### config.mk
export PLATFORM = sky130hd
export DESIGN_NAME = cfg_access_decoder
export DESIGN_NICKNAME = d
export VERILOG_FILES = /design/src/rtl/cfg_dec_pkg.sv /design/src/rtl/cfg_addr_reg.sv /design/src/rtl/cfg_idsel.sv /design/src/rtl/cfg_route.sv /design/src/rtl/cfg_access_decoder.sv
export SDC_FILE = /design/constraint.sdc
export NUM_CORES = 1
export LEC_CHECK = 0
export BUFFER_PORTS_ARGS = -buffer_cell sky130_fd_sc_hd__buf_2
export CAP_MARGIN = 10
export CORE_MARGIN = 2
export CORE_UTILIZATION = 47
export CTS_CLUSTER_SIZE = 12
export DETAILED_ROUTE_END_ITERATION = 7
export HOLD_SLACK_MARGIN = 0.15
export PLACE_DENSITY = 0.76
export SETUP_SLACK_MARGIN = 0.4
export SYNTH_ARGS = -nofsm -noshare
export SYNTH_HDL_FRONTEND = slang
export SYNTH_SLANG_ARGS = --single-unit
### constraint.sdc
create_clock -name clk_i -period 3.2 [get_ports clk_i]
set_clock_uncertainty 0.05 [all_clocks]
set_input_delay 0.16 -clock clk_i [delete_from_list [all_inputs] [get_ports clk_i]]
set_output_delay 0.16 -clock clk_i [all_outputs]
set_load 0.005 [all_outputs]
### src/rtl/cfg_dec_pkg.sv
package cfg_dec_pkg;
  localparam int BUS_W = 8;
  localparam int DEV_W = 5;
  localparam int FN_W  = 3;
  localparam int REG_W = 6;
  localparam int IDSEL_W = 1 << (DEV_W - 1);

  typedef enum logic [2:0] {
    TGT_NONE,
    TGT_PASS,
    TGT_ADDR_RD,
    TGT_INT,
    TGT_RSV,
    TGT_TYPE0,
    TGT_TYPE1
  } tgt_e;
endpackage

### src/rtl/cfg_addr_reg.sv
module cfg_addr_reg (
  input  logic        clk_i,
  input  logic        rst_ni,
  input  logic        wr_i,
  input  logic [31:0] wdata_i,
  output logic [31:0] q_o
);
  always_ff @(posedge clk_i or negedge rst_ni) begin
    if (!rst_ni)   q_o <= '0;
    else if (wr_i) q_o <= wdata_i;
  end
endmodule

### src/rtl/cfg_idsel.sv
module cfg_idsel import cfg_dec_pkg::*; (
  input  logic [DEV_W-1:0]   dev_i,
  output logic [IDSEL_W-1:0] idsel_o
);
  // devices with the top bit set match no line
  for (genvar i = 0; i < IDSEL_W; i++) begin : g_line
    assign idsel_o[i] = (dev_i == DEV_W'(i));
  end
endmodule

### src/rtl/cfg_route.sv
module cfg_route import cfg_dec_pkg::*; #(
  parameter int                PORT_W       = 16,
  parameter logic [PORT_W-1:0] ADDR_PORT    = 16'h0CF8,
  parameter logic [PORT_W-1:0] DATA_PORT    = 16'h0CFC,
  parameter logic [31:0]       INT_DEV_MASK = 32'h0000_004B
) (
  input  logic              req_i,
  input  logic              we_i,
  input  logic [PORT_W-1:0] port_i,
  input  logic [3:0]        be_i,
  input  logic              en_i,
  input  logic [BUS_W-1:0]  bus_i,
  input  logic [DEV_W-1:0]  dev_i,
  input  logic [FN_W-1:0]   fn_i,
  input  logic [BUS_W-1:0]  sec_i,
  input  logic [BUS_W-1:0]  sub_i,
  output tgt_e              tgt_o,
  output logic              addr_wr_o
);
  always_comb begin
    tgt_o     = TGT_NONE;
    addr_wr_o = 1'b0;
    if (req_i) begin
      if (port_i == ADDR_PORT) begin
        if (be_i == 4'hF) begin
          if (we_i) addr_wr_o = 1'b1;
          else      tgt_o     = TGT_ADDR_RD;
        end else begin
          tgt_o = TGT_PASS;
        end
      end else if (port_i == DATA_PORT && en_i && be_i != 4'h0) begin
        if (bus_i == '0) begin
          if (INT_DEV_MASK[dev_i]) tgt_o = (fn_i == '0) ? TGT_INT : TGT_RSV;
          else                     tgt_o = TGT_PASS;
        end else if (bus_i == sec_i) begin
          tgt_o = TGT_TYPE0;
        end else if (bus_i > sec_i && bus_i <= sub_i) begin
          tgt_o = TGT_TYPE1;
        end else begin
          tgt_o = TGT_PASS;
        end
      end else begin
        tgt_o = TGT_PASS;
      end
    end
  end
endmodule

### src/rtl/cfg_access_decoder.sv
module cfg_access_decoder import cfg_dec_pkg::*; #(
  parameter int                PORT_W       = 16,
  parameter logic [PORT_W-1:0] ADDR_PORT    = 16'h0CF8,
  parameter logic [PORT_W-1:0] DATA_PORT    = 16'h0CFC,
  parameter logic [31:0]       INT_DEV_MASK = 32'h0000_004B
) (
  input  logic              clk_i,
  input  logic              rst_ni,
  input  logic              io_req_i,
  input  logic              io_we_i,
  input  logic [PORT_W-1:0] io_addr_i,
  input  logic [3:0]        io_be_i,
  input  logic [31:0]       io_wdata_i,
  input  logic [BUS_W-1:0]  sec_bus_i,
  input  logic [BUS_W-1:0]  sub_bus_i,
  input  logic [31:0]       int_rdata_i,
  output logic              io_pass_o,
  output logic              int_req_o,
  output logic [DEV_W-1:0]  int_dev_o,
  output logic [FN_W-1:0]   int_fn_o,
  output logic [REG_W-1:0]  int_reg_o,
  output logic              dn_req_o,
  output logic              dn_type1_o,
  output logic [31:0]       dn_addr_o,
  output logic              cyc_we_o,
  output logic [3:0]        cyc_be_o,
  output logic [31:0]       cyc_wdata_o,
  output logic              rd_valid_o,
  output logic [31:0]       rd_data_o
);
  logic [31:0]        addr_q;
  logic               addr_wr;
  tgt_e               tgt;
  logic [IDSEL_W-1:0] idsel;
  logic               rd_int_q;
  logic [31:0]        rd_hold_q;

  wire               cfg_en  = addr_q[31];
  wire [BUS_W-1:0]   cfg_bus = addr_q[23:16];
  wire [DEV_W-1:0]   cfg_dev = addr_q[15:11];
  wire [FN_W-1:0]    cfg_fn  = addr_q[10:8];
  wire [REG_W-1:0]   cfg_reg = addr_q[7:2];

  cfg_addr_reg u_addr (
    .clk_i, .rst_ni, .wr_i(addr_wr), .wdata_i(io_wdata_i), .q_o(addr_q)
  );

  cfg_route #(
    .PORT_W(PORT_W), .ADDR_PORT(ADDR_PORT), .DATA_PORT(DATA_PORT),
    .INT_DEV_MASK(INT_DEV_MASK)
  ) u_route (
    .req_i(io_req_i), .we_i(io_we_i), .port_i(io_addr_i), .be_i(io_be_i),
    .en_i(cfg_en), .bus_i(cfg_bus), .dev_i(cfg_dev), .fn_i(cfg_fn),
    .sec_i(sec_bus_i), .sub_i(sub_bus_i), .tgt_o(tgt), .addr_wr_o(addr_wr)
  );

  cfg_idsel u_idsel (.dev_i(cfg_dev), .idsel_o(idsel));

  always_ff @(posedge clk_i or negedge rst_ni) begin
    if (!rst_ni) begin
      io_pass_o   <= 1'b0;
      int_req_o   <= 1'b0;
      int_dev_o   <= '0;
      int_fn_o    <= '0;
      int_reg_o   <= '0;
      dn_req_o    <= 1'b0;
      dn_type1_o  <= 1'b0;
      dn_addr_o   <= '0;
      cyc_we_o    <= 1'b0;
      cyc_be_o    <= '0;
      cyc_wdata_o <= '0;
      rd_valid_o  <= 1'b0;
      rd_int_q    <= 1'b0;
      rd_hold_q   <= '0;
    end else begin
      io_pass_o   <= 1'b0;
      int_req_o   <= 1'b0;
      int_dev_o   <= '0;
      int_fn_o    <= '0;
      int_reg_o   <= '0;
      dn_req_o    <= 1'b0;
      dn_type1_o  <= 1'b0;
      dn_addr_o   <= '0;
      cyc_we_o    <= 1'b0;
      cyc_be_o    <= '0;
      cyc_wdata_o <= '0;
      rd_valid_o  <= 1'b0;
      rd_int_q    <= 1'b0;
      rd_hold_q   <= '0;
      if (tgt == TGT_INT || tgt == TGT_TYPE0 || tgt == TGT_TYPE1) begin
        cyc_we_o    <= io_we_i;
        cyc_be_o    <= io_be_i;
        cyc_wdata_o <= io_wdata_i;
      end
      unique case (tgt)
        TGT_PASS:    io_pass_o <= 1'b1;
        TGT_ADDR_RD: begin
          rd_valid_o <= 1'b1;
          rd_hold_q  <= addr_q;
        end
        TGT_INT: begin
          int_req_o  <= 1'b1;
          int_dev_o  <= cfg_dev;
          int_fn_o   <= cfg_fn;
          int_reg_o  <= cfg_reg;
          rd_valid_o <= !io_we_i;
          rd_int_q   <= !io_we_i;
        end
        TGT_RSV:     rd_valid_o <= !io_we_i;  // zero data, writes dropped
        TGT_TYPE0: begin
          dn_req_o  <= 1'b1;
          dn_addr_o <= {idsel, {DEV_W{1'b0}}, cfg_fn, cfg_reg, 2'b00};
        end
        TGT_TYPE1: begin
          dn_req_o   <= 1'b1;
          dn_type1_o <= 1'b1;
          dn_addr_o  <= {8'h00, addr_q[23:2], 2'b01};
        end
        default: ;
      endcase
    end
  end

  assign rd_data_o = rd_int_q ? int_rdata_i : rd_hold_q;

  AST_ONE_TARGET: assert property (@(posedge clk_i) disable iff (!rst_ni)
    $onehot0({io_pass_o, int_req_o, dn_req_o}));
  AST_NO_SPONTANEOUS: assert property (@(posedge clk_i) disable iff (!rst_ni)
    !io_req_i |=> !(io_pass_o || int_req_o || dn_req_o || rd_valid_o));
  AST_ADDR_HOLD: assert property (@(posedge clk_i) disable iff (!rst_ni)
    !(io_req_i && io_we_i && io_addr_i == ADDR_PORT && io_be_i == 4'hF)
      |=> $stable(addr_q));
  AST_INT_FN0: assert property (@(posedge clk_i) disable iff (!rst_ni)
    int_req_o |-> (int_fn_o == '0 && INT_DEV_MASK[int_dev_o]));
  AST_TYPE0_FORM: assert property (@(posedge clk_i) disable iff (!rst_ni)
    (dn_req_o && !dn_type1_o) |->
      ($onehot0(dn_addr_o[31:16]) && dn_addr_o[15:11] == '0 && dn_addr_o[1:0] == 2'b00));
  AST_TYPE1_FORM: assert property (@(posedge clk_i) disable iff (!rst_ni)
    (dn_req_o && dn_type1_o) |->
      (dn_addr_o[1:0] == 2'b01 && dn_addr_o[31:24] == '0 &&
       dn_addr_o[23:16] > sec_bus_i && dn_addr_o[23:16] <= sub_bus_i));
endmodule

==> flow_summary_export.csv <==
group,metric,value,unit
run_status,status,"completed",
logic_synthesis,synth_top_area_share,60.7,%
routing,vias_per_cell,5.14,
critical_path,worstSetupStartpointType,"flip-flop",
power,p_int,3040,uW
critical_path,cp.depth,11,
power,ir_drop,0.000312,V
timing,rsz0062_at_grt,"no",
power,swShare,21.4,%
routing,via_count,4853,
timing,finalCritPeriodShare,84.7,%
critical_path,crit-reg2reg-launch,"u_addr.q_o[20]",
logic_synthesis,synth_cells,479,
timing,drv_slew,0,
critical_path,slowest_stage,"dfrtp_1",
final_layout,layout_commonest_cell,"buf_2",
timing,fin_crit,2.71,ns
logic_synthesis,ys_ff_latch,151,
clocking,numClockSinks,151,
floorplanning,die-area,0.0142,mm^2
timing,slew_headroom,44.6,%
logic_synthesis,synth_top_flop_cell,"dfrtp_1",
routing,routed_wl,16700,um
clocking,cts_inserted_buffers,17,
power,pwr-share-seq,49.6,%
final_layout,final_cell_mix,"buf_2 (221), dfrtp_1 (148), mux2_2 (64)",
power,power_density,444,mW/mm^2
floorplanning,rows,42,
global_route,top_usage_layer,"met2",
global_route,antenna_found_initial,0,
critical_path,path_cells,"ha_1 -> nand4_1 -> nor2_2 -> a211o_1 -> o221ai_2 -> buf_4 -> o21a_4 -> o32ai_4 -> buf_12 -> clkbuf_16 -> and3_1",
logic_synthesis,synth_area_leaders,"dfrtp_1 (61%), mux2_2 (12%), and3_1 (4.7%), and2_1 (4.4%), ha_1 (3.2%)",
critical_path,crit_path_start,"u_addr.q_o[20]",
clocking,cts.clk_slew.worst_paths,0.06,ns
run,drv_cap,0,
timing,fin_tns_setup,0,ns
logic_synthesis,ys_types,49,
critical_path,worstPathRequired,3.49,ns
timing,setup_viol_count_final,0,
power,combPwrFrac,5.0,%
global_route,grt_pass1_vias,4998,
routing,wire_per_inst,17.6,um
placed_design,place.gp.congestion,0.896,
global_route,grt_max_degree,96,
final_layout,drive_gt1_share,47.7,%
final_layout,fill_cells,966,
global_route,use_met1,28.9,%
critical_path,critical_path.top_delay_family,"compound AO/OA/AOI/OAI gates",
logic_synthesis,synth.largest_area_cell,"dfrtp_1",
logic_synthesis,synthesis.area_per_instance,13.0,um^2
power,p_leak,0.00491,uW
floorplanning,die_width,119,um
logic_synthesis,ys.warnings.count,0,
critical_path,crit_type,"reg2reg",
placed_design,io_buffers,222,
final_layout,fin_util,66.5,%
final_layout,insertedDiodeCount,0,
power,switching_power,826,uW
timing,finalHoldViolCount,0,
critical_path,end_kind,"flip-flop",
logic_synthesis,postSynth.asyncResetShare,100,%
power,power,3860,uW
timing,worst_pin_slew,0.830,ns
critical_path,rrSetupSlack,0.49,ns
critical_path,timing.rr.end,"cyc_wdata_o[9]",
clocking,insertion_delay,0.41,ns
logic_synthesis,ys_seq_area_share,60.7,%
logic_synthesis,netlist_area,0.00623,mm^2
final_layout,syn_to_final_growth,39.7,%
critical_path,cp-endpoint,"cyc_wdata_o[9]",
global_route,met3_usage,6.61,%
global_route,grt_use_total,23.2,%
routing,drc,0,
final_layout,nNetsFinal,879,
critical_path,ff2ff_path_depth,11,
critical_path,cpPeakStageDelay,0.48,ns
timing,maxClockFrequency,369,MHz
floorplanning,core,0.0131,mm^2
global_route,met2_usage,39.0,%
floorplanning,ios,224,
critical_path,cp.arrival,3.00,ns
clocking,cts-root-buf,"clkbuf_16",
critical_path,critPathBufInv,3,
power,p_clk_share,45.4,%
clocking,cts_tree,"done",
logic_synthesis,synth-edff-count,0,
global_route,overflow,0,
routing,drt-initial-drc-count,280,
placed_design,dp_hpwl,11200,um
clocking,clk_path_buf_depth,2,
min_path,min_path_type,"in2reg",
clocking,htreeDepth,4,
global_route,grt_pass1_wl,25400,um
floorplanning,die_h,119,um
critical_path,cp_max_fo,9,
floorplanning,start_util,47.6,%
routing,firstDrtPassIters,4,
routing,final_antenna_net_count,0,
[synthesized netlist by cell type (all sizes together), types with 2 or more instances]
| master | number |
|---|---|
| dfrtp | 151 |
| mux2 | 64 |
| and3 | 47 |
| and2 | 44 |
| inv | 18 |
| clkbuf | 16 |
| ha | 16 |
| nand2 | 14 |
| nor4 | 14 |
| a21oi | 11 |
| buf | 11 |
| nor2 | 10 |
| a32o | 8 |
| nor3 | 8 |
| nor2b | 6 |
| nand4 | 5 |
| nand3 | 3 |
| a211o | 2 |
| a211oi | 2 |
| a31oi | 2 |
| o211ai | 2 |
| o21ai | 2 |
| o22ai | 2 |
| or3 | 2 |
[worst min-delay path by stage]
| stage | start | to | slack (ns) | cells past startpoint |
|---|---|---|---|---|
| final | io_addr_i[2] | rd_hold_q[30] | 0.23 | 4 |
| after detailed placement | rst_ni | int_req_o | 0.24 | 1 |
| after CTS | io_addr_i[2] | rd_hold_q[30] | 0.21 | 4 |
| after global placement | rst_ni | int_req_o | 0.23 | 1 |
| after floorplan | rst_ni | cyc_be_o[0] | -0.19 | 0 |
| after global routing | io_addr_i[2] | rd_hold_q[30] | 0.23 | 4 |
[per-layer routing]
| layer | part of all wire, % | vias up |
|---|---|---|
| li1 | - | 2242 |
| met1 | 41 | 2396 |
| met2 | 51 | 195 |
| met3 | 6.3 | 20 |
| met4 | 1.7 | 0 |
| met5 | 0 | - |
[metrics by stage]
| step | instances | area (um^2) | worst slack [ns] | hold WS, ns |
|---|---|---|---|---|
| finish | 945 | 8700 | 0.490 | 0.226 |
| global route | 945 | 8700 | 0.354 | 0.227 |
| CTS | 937 | 8500 | 0.380 | 0.208 |
| detailed placement | 870 | 7570 | 0.275 | 0.244 |
| global placement | 870 | 7570 | 0.378 | 0.232 |
| floorplan | 484 | 6250 | 0.519 | -0.186 |
[kinds of logic (layout without fill, tap and decap cells)]
family                   Yosys count  after routing  synth area share, %
adder cells (fa/ha/maj)           16             16                 3.21
AO/OA/AOI/OAI                     42             42                 5.93
buffers and inverters             45            330                 3.25
AND/OR/NAND/NOR                  159            159                 15.2
flip-flops                       151            151                 60.7
other                              1              6               0.0602
multiplexers                      64             64                 11.6
XOR/XNOR                           1              1                0.141
[power groups by stage]
stage,clock [uW],combinational (uW),sequential (uW)
6_report,1760,194,1910
5_1_grt,1890,216,1910
4_1_cts,1780,193,1910
3_5_place_dp,0,156,1950
3_3_place_gp,0,148,1950
2_1_floorplan,0,31.5,1950
[worst min-delay path, stage by stage]
cell    delay [ns]
buf_2         0.11
nor4_2        0.04
buf_4         0.16
and3_1        0.17
[sequential cells by signal (all words and copies together), names as in the netlist, 3 cells and up]
signal / flops
int_fn_o: 3
rd_hold_q: 32
dn_addr_o: 31
cyc_be_o: 4
int_reg_o: 6
u_addr.q_o: 32
int_dev_o: 5
cyc_wdata_o: 32
[timing repair]
item / CTS / global route
hold buffers: 38 / 0
pin swaps: 0 / 3
endpoints found under the setup margin: 41 / 72
resized for setup: 4 / 21
endpoints found under the hold margin: 164 / 0
buffers inserted: 0 / 5
cloned: 0 / 3
[final cells by class]
| class | count | area, um^2 | share of cell area, % |
|---|---|---|---|
| flip-flops and latches | 151 | 3780 | 43.5 |
| multi-input cells | 288 | 2370 | 27.3 |
| repair buffers | 283 | 1740 | 20.0 |
| clock buffers | 20 | 467 | 5.36 |
| well taps | 176 | 220 | 2.53 |
| inverters | 18 | 67.6 | 0.776 |
| clock inverters | 9 | 55.1 | 0.633 |
No activity file was read; power rests on OpenSTA's default activity.
